File: src/rtl/pcrs_pkg.sv
package pcrs_pkg;
  typedef enum logic [2:0] {
    SRC_HOLD = 3'd0,
    SRC_INC  = 3'd1,
    SRC_LOW  = 3'd2,
    SRC_JMP  = 3'd3,
    SRC_VEC  = 3'd4,
    SRC_RET  = 3'd5
  } pc_src_e;
endpackage

File: src/rtl/pcrs_src_sel.sv
module pcrs_src_sel
  import pcrs_pkg::*;
(
  input  logic    cyc_en,
  input  logic    lo_wr,
  input  logic    jmp,
  input  logic    vec,
  input  logic    pop,
  output pc_src_e src
);
  // fixed priority: low-byte write, jump, vector, return, step
  always_comb begin
    if (!cyc_en)    src = SRC_HOLD;
    else if (lo_wr) src = SRC_LOW;
    else if (jmp)   src = SRC_JMP;
    else if (vec)   src = SRC_VEC;
    else if (pop)   src = SRC_RET;
    else            src = SRC_INC;
  end
endmodule

File: src/rtl/pcrs_ring.sv
module pcrs_ring #(
  parameter int W     = 13,
  parameter int DEPTH = 8
) (
  input  logic         clk,
  input  logic         rst,
  input  logic         push,
  input  logic         pop,
  input  logic [W-1:0] push_val,
  output logic [W-1:0] top_val
);
  localparam int PW = $clog2(DEPTH);

  logic [W-1:0]  mem [DEPTH];
  logic [PW-1:0] ptr_q;
  logic [PW-1:0] ptr_m1;

  assign ptr_m1  = ptr_q - PW'(1);
  assign top_val = mem[ptr_m1];

  // entries carry no reset so the array can map to RAM
  always_ff @(posedge clk) begin
    if (push) mem[ptr_q] <= push_val;
  end

  // pointer wraps freely; no overflow or underflow tracking
  always_ff @(posedge clk) begin
    if (rst)                ptr_q <= '0;
    else if (push && !pop)  ptr_q <= ptr_q + PW'(1);
    else if (pop && !push)  ptr_q <= ptr_m1;
  end
endmodule

File: src/rtl/pc_retstack.sv
module pc_retstack
  import pcrs_pkg::*;
#(
  parameter int PC_W       = 13,
  parameter int DATA_W     = 8,
  parameter int TGT_W      = 11,
  parameter int DEPTH      = 8,
  parameter int PROG_WORDS = 2048,
  parameter int INT_VEC    = 4
) (
  input  logic                   clk,
  input  logic                   rst,
  input  logic                   cyc_en,
  input  logic                   lo_wr,
  input  logic [DATA_W-1:0]      lo_data,
  input  logic [PC_W-DATA_W-1:0] page_latch,
  input  logic                   jmp,
  input  logic [TGT_W-1:0]       jmp_tgt,
  input  logic                   vec,
  input  logic                   push,
  input  logic                   pop,
  output logic [PC_W-1:0]        fetch_addr
);
  localparam int LATCH_W = PC_W - DATA_W;
  localparam int JHI_W   = PC_W - TGT_W;
  localparam int AW      = $clog2(PROG_WORDS);

  pc_src_e         src;
  logic [PC_W-1:0] pc_q;
  logic [PC_W-1:0] pc_raw;
  logic [PC_W-1:0] pc_d;
  logic [PC_W-1:0] pc_inc;
  logic [PC_W-1:0] ret_val;

  pcrs_src_sel u_sel (
    .cyc_en (cyc_en),
    .lo_wr  (lo_wr),
    .jmp    (jmp),
    .vec    (vec),
    .pop    (pop),
    .src    (src)
  );

  // the folded increment serves both the step and the pushed return address
  generate
    if (AW < PC_W) begin : g_fold
      assign pc_inc = {{(PC_W-AW){1'b0}}, pc_q[AW-1:0] + AW'(1)};
      assign pc_d   = {{(PC_W-AW){1'b0}}, pc_raw[AW-1:0]};
    end else begin : g_full
      assign pc_inc = pc_q + PC_W'(1);
      assign pc_d   = pc_raw;
    end
  endgenerate

  pcrs_ring #(.W(PC_W), .DEPTH(DEPTH)) u_ring (
    .clk      (clk),
    .rst      (rst),
    .push     (push && cyc_en),
    .pop      (pop && cyc_en),
    .push_val (pc_inc),
    .top_val  (ret_val)
  );

  always_comb begin
    unique case (src)
      SRC_LOW: pc_raw = {page_latch, lo_data};
      SRC_JMP: pc_raw = {page_latch[LATCH_W-1 -: JHI_W], jmp_tgt};
      SRC_VEC: pc_raw = PC_W'(INT_VEC);
      SRC_RET: pc_raw = ret_val;
      SRC_INC: pc_raw = pc_inc;
      default: pc_raw = pc_q;
    endcase
  end

  always_ff @(posedge clk) begin
    if (rst) pc_q <= '0;
    else     pc_q <= pc_d;
  end

  assign fetch_addr = pc_q;
endmodule

File: config.mk
export PLATFORM = sky130hd
export DESIGN_NAME = pc_retstack
export DESIGN_NICKNAME = d
export VERILOG_FILES = /design/src/rtl/pcrs_pkg.sv /design/src/rtl/pcrs_src_sel.sv /design/src/rtl/pcrs_ring.sv /design/src/rtl/pc_retstack.sv
export SDC_FILE = /design/constraint.sdc
export NUM_CORES = 1
export LEC_CHECK = 0
export ABC_AREA = 1
export ABC_CLOCK_PERIOD_IN_PS = 3400
export BUFFER_PORTS_ARGS = -buffer_cell sky130_fd_sc_hd__clkbuf_2
export CAP_MARGIN = 20
export CORE_MARGIN = 3
export CORE_UTILIZATION = 55
export DETAILED_ROUTE_END_ITERATION = 8
export MAX_ROUTING_LAYER = met4
export PLACE_DENSITY = 0.86
export SYNTH_ARGS = -nofsm -noshare
export SYNTH_HDL_FRONTEND = slang
export SYNTH_SLANG_ARGS = --single-unit
File: constraint.sdc
create_clock -name clk -period 3.4 [get_ports clk]
set_input_delay 0.17 -clock clk [delete_from_list [all_inputs] [get_ports clk]]
set_output_delay 0.17 -clock clk [all_outputs]
set_load 0.02 [all_outputs]
Word-level counts from Yosys, hierarchy flattened
Memory sizes are Yosys's and may differ from the RTL's.
Cells that the tools add are included.
Word-level totals
  flip-flop bits (word level): 14
  RAM bits: 88
  output and inout port bits: 13
  memories: 1
Memory list
  u_ring.mem: depth 8, bits a word 11, rd ports 1, clocked after memory_dff 0, write ports 1, line pcrs_ring.sv:14  | logic [W-1:0] mem [DEPTH];
Cells by class
  $add $sub $neg: 3
  equality and inequality tests: 5
  muxes and demuxes: 10
  reductions and logical operators: 8
Operators with widths (number)
  11-bit one-hot mux with 5 select lines: 1
  3-bit 2-to-1 mux: 7
  11-bit by 1-bit adder with 11-bit output, second input constant: 1
  3-bit by 2-bit equality test with 1-bit output, second input constant: 2
  3-bit equality test, second input constant: 2
  5-bit nonzero test: 1
  1-bit logical AND: 4
  3-bit by 1-bit adder with 3-bit output, second input constant: 1
  3-bit by 1-bit equality test with 1-bit output, second input constant: 1
  3-bit by 1-bit subtractor with 3-bit output, second input constant: 1
  1-bit zero test: 2
  1-bit 2-to-1 mux: 2
  2-bit nonzero test: 1

Depth between registers and ports, before layout
  word-level depth: 7
  gate-level depth with buffers: 13

Hierarchy
Synthesis repeated with hierarchy kept, for this count alone.
Unflattened totals
  cells, all modules: 671
  area, all modules: 6195.9 sq um
Modules (own cells, without submodules)
  pcrs_ring: instances 1, seq. area each 3183.1 sq um, area an instance 5087.4 sq um, cells an instance 496
  pc_retstack: instances 1, seq. area each 220.2 sq um, area an instance 1067.3 sq um, cells an instance 165
  pcrs_src_sel: instances 1, seq. area each 0.0 sq um, area an instance 41.3 sq um, cells an instance 10

Worst setup path before layout
Ideal clock, no wire load.
  path kind: flip-flop to flip-flop
  start point: register u_ring.ptr_q[0]
  end point: register pc_q[4], in the netlist fetch_addr[4]
  library setup time: 132 ps
  data arrival time: 1664 ps
  stages on the path, launching flop included: 14
  path slack: 1604 ps
  cells stage by stage: dfxtp_1 > inv_2 > buf_2 > ha_1 > buf_4 > inv_2 > buf_4 > nand3_1 > nand2_1 > nand2_1 > nand3_1 > nand2_1 > nand2_1 > a21oi_1
Between the ends
  word-level cells in the longest chain between the ends: 3
Ends and longest elaborated chain
  from (decl): line pcrs_ring.sv:15  | logic [PW-1:0] ptr_q;
  from (signal assigned): line pcrs_ring.sv:29  | else if (push && !pop) ptr_q <= ptr_q + PW'(1);
  from (signal assigned): line pcrs_ring.sv:30  | else if (pop && !push) ptr_q <= ptr_m1;
  3-bit by 1-bit subtractor with 3-bit output: line pcrs_ring.sv:18  | assign ptr_m1 = ptr_q - PW'(1);
  memory 8 x 11 bit
  11-bit one-hot mux with 5 select lines: line pc_retstack.sv:65  | unique case (src)
  to (signal assigned): line pc_retstack.sv:77  | else pc_q <= pc_d;
  to (decl): line pc_retstack.sv:29  | logic [PC_W-1:0] pc_q;
No other way between the ends.
A chain may end at the register's enable or synchronous reset.

Worst setup path after layout
  start point: register u_ring.ptr_q[1]
  end point: register pc_q[9], in the netlist fetch_addr[9]
Same word-level chain as after synthesis.

==> metrics.md <==
| Metric | Value |
|---|---|
| Worst-Margin Slew | 906 ps |
| Most Frequent Cell on Critical Path | nand3_1 |
| #FFs+latches synth | 102 |
| LEAKAGE | 0.00226 uW |
| FP Rows | 33 |
| First drt pass iteration count | 5 |
| Routability cong. | 0.858 |
| Worst Hold Depth | 5 |
| Largest net degree at the start of global routing | 48 |
| Hold Path End | fetch_addr[8] |
| Die height | 100 microns |
| CTS tree | yes |
| Final Non-Filler Cells | 682 |
| Core box area | 8420 sq um |
| RSZ-0062 raised after global routing | false |
| Synth area leader | edfxtp_1 |
| Max_slew headroom | 39.4% |
| Synth top area share | 54.3% |
| Worst path max stage delay | 400 ps |
| CP startpoint kind | register |
| DRC viols | 0 |
| Multi-input logic area | 1580 sq um |
| Worst Hold Class | input pin to register |
| CTS Sinks | 102 |
| Min Tclk post-route | 1990 ps |
| Top cells by count, synth | 156 x nand2_1, 88 x edfxtp_1, 73 x nand3_1, 54 x inv_1, 52 x nor2_1 |
| Cell count after placement | 666 |
| Fillcell total | 658 |
| Post-DRT Antenna Nets | 0 |
| Fin nets | 608 |
| # Post-CTS Setup Buffers | 0 |
| Period Utilization, post-route | 58.6% |
| Endpoints failing setup | 0 |
| Max-cap viol count | 0 |
| TritonCTS Buffers | 9 |
| CP cell instances | inv_1 > ha_1 > buf_4 > nand3_1 > nand3_1 > nand3_1 > nand3_1 > nand2_1 > a21oi_1 |
| VDD IR-drop max | 0.258 mV |
| Sequential element share of the synthesized area | 60.1% |
| Reg2reg start | u_ring.ptr_q[1] |
| Cells after Synth | 534 |
| Via density | 5.57 |
| DRT iter0 DRCs | 357 |
| Setup CP Type | register to register |
| Critical hold path startpoint | page_latch[0] |
| Area growth syn-to-layout | 10.0% |
| Ys Warns | 0 |
| Via count | 3798 |
| Drt total wl | 11100 microns |
| Number of global-route vias before repair | 3724 |
| Peak Freq | 502 MHz |
| Clk_lat worst skew | 370 ps |
| Layout Skew | 16.8 ps |
| Final hold violations | 0 |
| Ports | 45 |
| Async S/R FF share, synth | 0% |
| Overall power | 2790 uW |
| R2R Path End | fetch_addr[9] |
| Final Slew Violations | 0 |
| Worst path buffer plus inverter count | 2 |
| Family with the most delay on the worst path | simple AND/OR/NAND/NOR gates |
| Ranking of synthesized cells by area | edfxtp_1 54%, nand2_1 12%, nand3_1 7.5%, dfxtp_1 5.8%, inv_1 4.2% |
| PD cells | 520 nW/um^2 |
| Hold buffer count at cts | 0 |
| Layout cells sized above 1 | 13.0% |
| CP Capture Type | register |
| Final HPWL DP | 7190 microns |
| Reg area | 2920 sq um |
| Worst path slowest cell | dfxtp_1 |
| Setup TNS | 0 ps |
| CTS clock-pin slew for the worst setup and hold paths | 110 ps |
| Crit-path max FO | 26 |
| Die footprint | 10000 sq um |
| # port buffers | 40 |
| Worst EP required | 3690 ps |
| Cell variety after synth | 24 |
| Most numerous cell in the Yosys netlist | nand2_1 |
| Worst Setup SP | u_ring.ptr_q[1] |
| Routed len/inst | 16.3 microns |
| Post_cts resized | 0 |
| Die W | 100 microns |
| Initial core utilization | 57.8% |
| GRT Total Usage | 24.0% |
| EDFF count, synth | 88 |
| Clock root buffer | clkbuf_8 |
| Data arrival, critical path | 2280 ps |
| Reg2reg path depth | 9 |
| Syn Area/Cell | 9.11 sq um |
| Status | completed |
| First-pass GRT wire length | 17900 microns |
| H-tree levels | 3 |
| Clk buf depth | 2 |
| Worst R2R Setup Slack | 1410 ps |
| Grt ovf | 0 |
| Antenna Cells | 0 |
| Initial antenna violation count | 0 |
| Dominant synthesized flop cell | edfxtp_1 |
| Synthesized area | 4870 sq um |
## worst reg2reg max path, cell delays in order (launching register included)
cell and delay, ps:
dfxtp_1 400, inv_1 110, ha_1 320, buf_4 330
nand3_1 150, nand3_1 110, nand3_1 140, nand3_1 160
nand2_1 60, a21oi_1 130
## worst max-delay path by stage
| stage | to | slack (ps) | depth (start not counted) |
|---|---|---|---|
| 5_1_grt | fetch_addr[9] | 1280 | 9 |
| 6_report | fetch_addr[9] | 1410 | 9 |
| 4_1_cts | fetch_addr[9] | 1460 | 9 |
| 3_5_place_dp | fetch_addr[0] | 1250 | 9 |
| 2_1_floorplan | fetch_addr[4] | 1600 | 13 |
| 3_3_place_gp | fetch_addr[8] | 1330 | 9 |
## layer usage
layer	wire, microns	up-vias	part of all wire, %	GRT usage, %
met5	0	-	0	-
met2	5340	216	48	37.2
met1	4550	1733	41	31.1
met3	920	29	8.3	3.96
li1	-	1820	-	-
met4	327	0	2.9	11.4
## layout by cell type (no fill, tap or decap), drive strengths merged
| master | synthesis | routed |
|---|---|---|
| a21boi | 2 | 2 |
| a21oi | 24 | 24 |
| a22oi | 1 | 1 |
| and2 | 5 | 5 |
| buf | 22 | 13 |
| bufinv | 0 | 1 |
| clkbuf | 5 | 49 |
| clkinv | 0 | 1 |
| clkinvlp | 0 | 2 |
| conb | 1 | 2 |
| dfxtp | 14 | 14 |
| edfxtp | 88 | 88 |
| ha | 4 | 4 |
| inv | 56 | 59 |
| nand2 | 156 | 156 |
| nand3 | 73 | 73 |
| nand4 | 4 | 4 |
| nor2 | 52 | 52 |
| nor3 | 1 | 1 |
| o21ai | 15 | 15 |
| or2 | 3 | 3 |
| xnor2 | 4 | 4 |
| xor2 | 4 | 4 |
## layout make-up
class | instances | area share, %
inverter | 56 | 3.93
timing repair buffer | 53 | 5.56
clock buffer | 9 | 2.31
tap | 105 | 2.45
clock inverter | 7 | 1.73
multi-input combinational | 350 | 29.4
sequential | 102 | 54.6
## stage by stage
step / hold WS (ps) / setup WS [ps] / util (%) / area [sq um]
after floorplan: 239 / 1600 / - / 4870
after global placement: 502 / 1330 / 61.0 / 5140
after detailed placement: 513 / 1250 / 61.0 / 5140
after CTS: 115 / 1460 / 63.6 / 5360
after global routing: 145 / 1280 / 63.6 / 5360
final: 121 / 1410 / 63.6 / 5360
## logic make-up (layout without fill, tap and decap cells)
logic type                 count (synthesis)  after routing  synth area share (%)
and+or+nand+nor                          294            294                  25.3
DFF                                      102            102                  60.1
buffers and inverters                     83            125                  7.64
AOI/OAI and AO/OA                         42             42                  4.47
xor gates and xnor gates                   8              8                  1.44
adders and majority gates                  4              4                  1.03
other                                      1              2                0.0770
## registers in the layout, summed over array words and instances (netlist names)
| signal | cells |
|---|---|
| fetch_addr | 11 |
| u_ring.mem | 88 |
| u_ring.ptr_q | 3 |
## power by group
group / total [uW] / internal, uW / switching (uW)
registers: 1440 / 1410 / 28.7
logic: 539 / 171 / 368
clock network: 809 / 359 / 450
total: 2790 / 1940 / 847
Note: power is estimated with default switching activity, not from simulation.
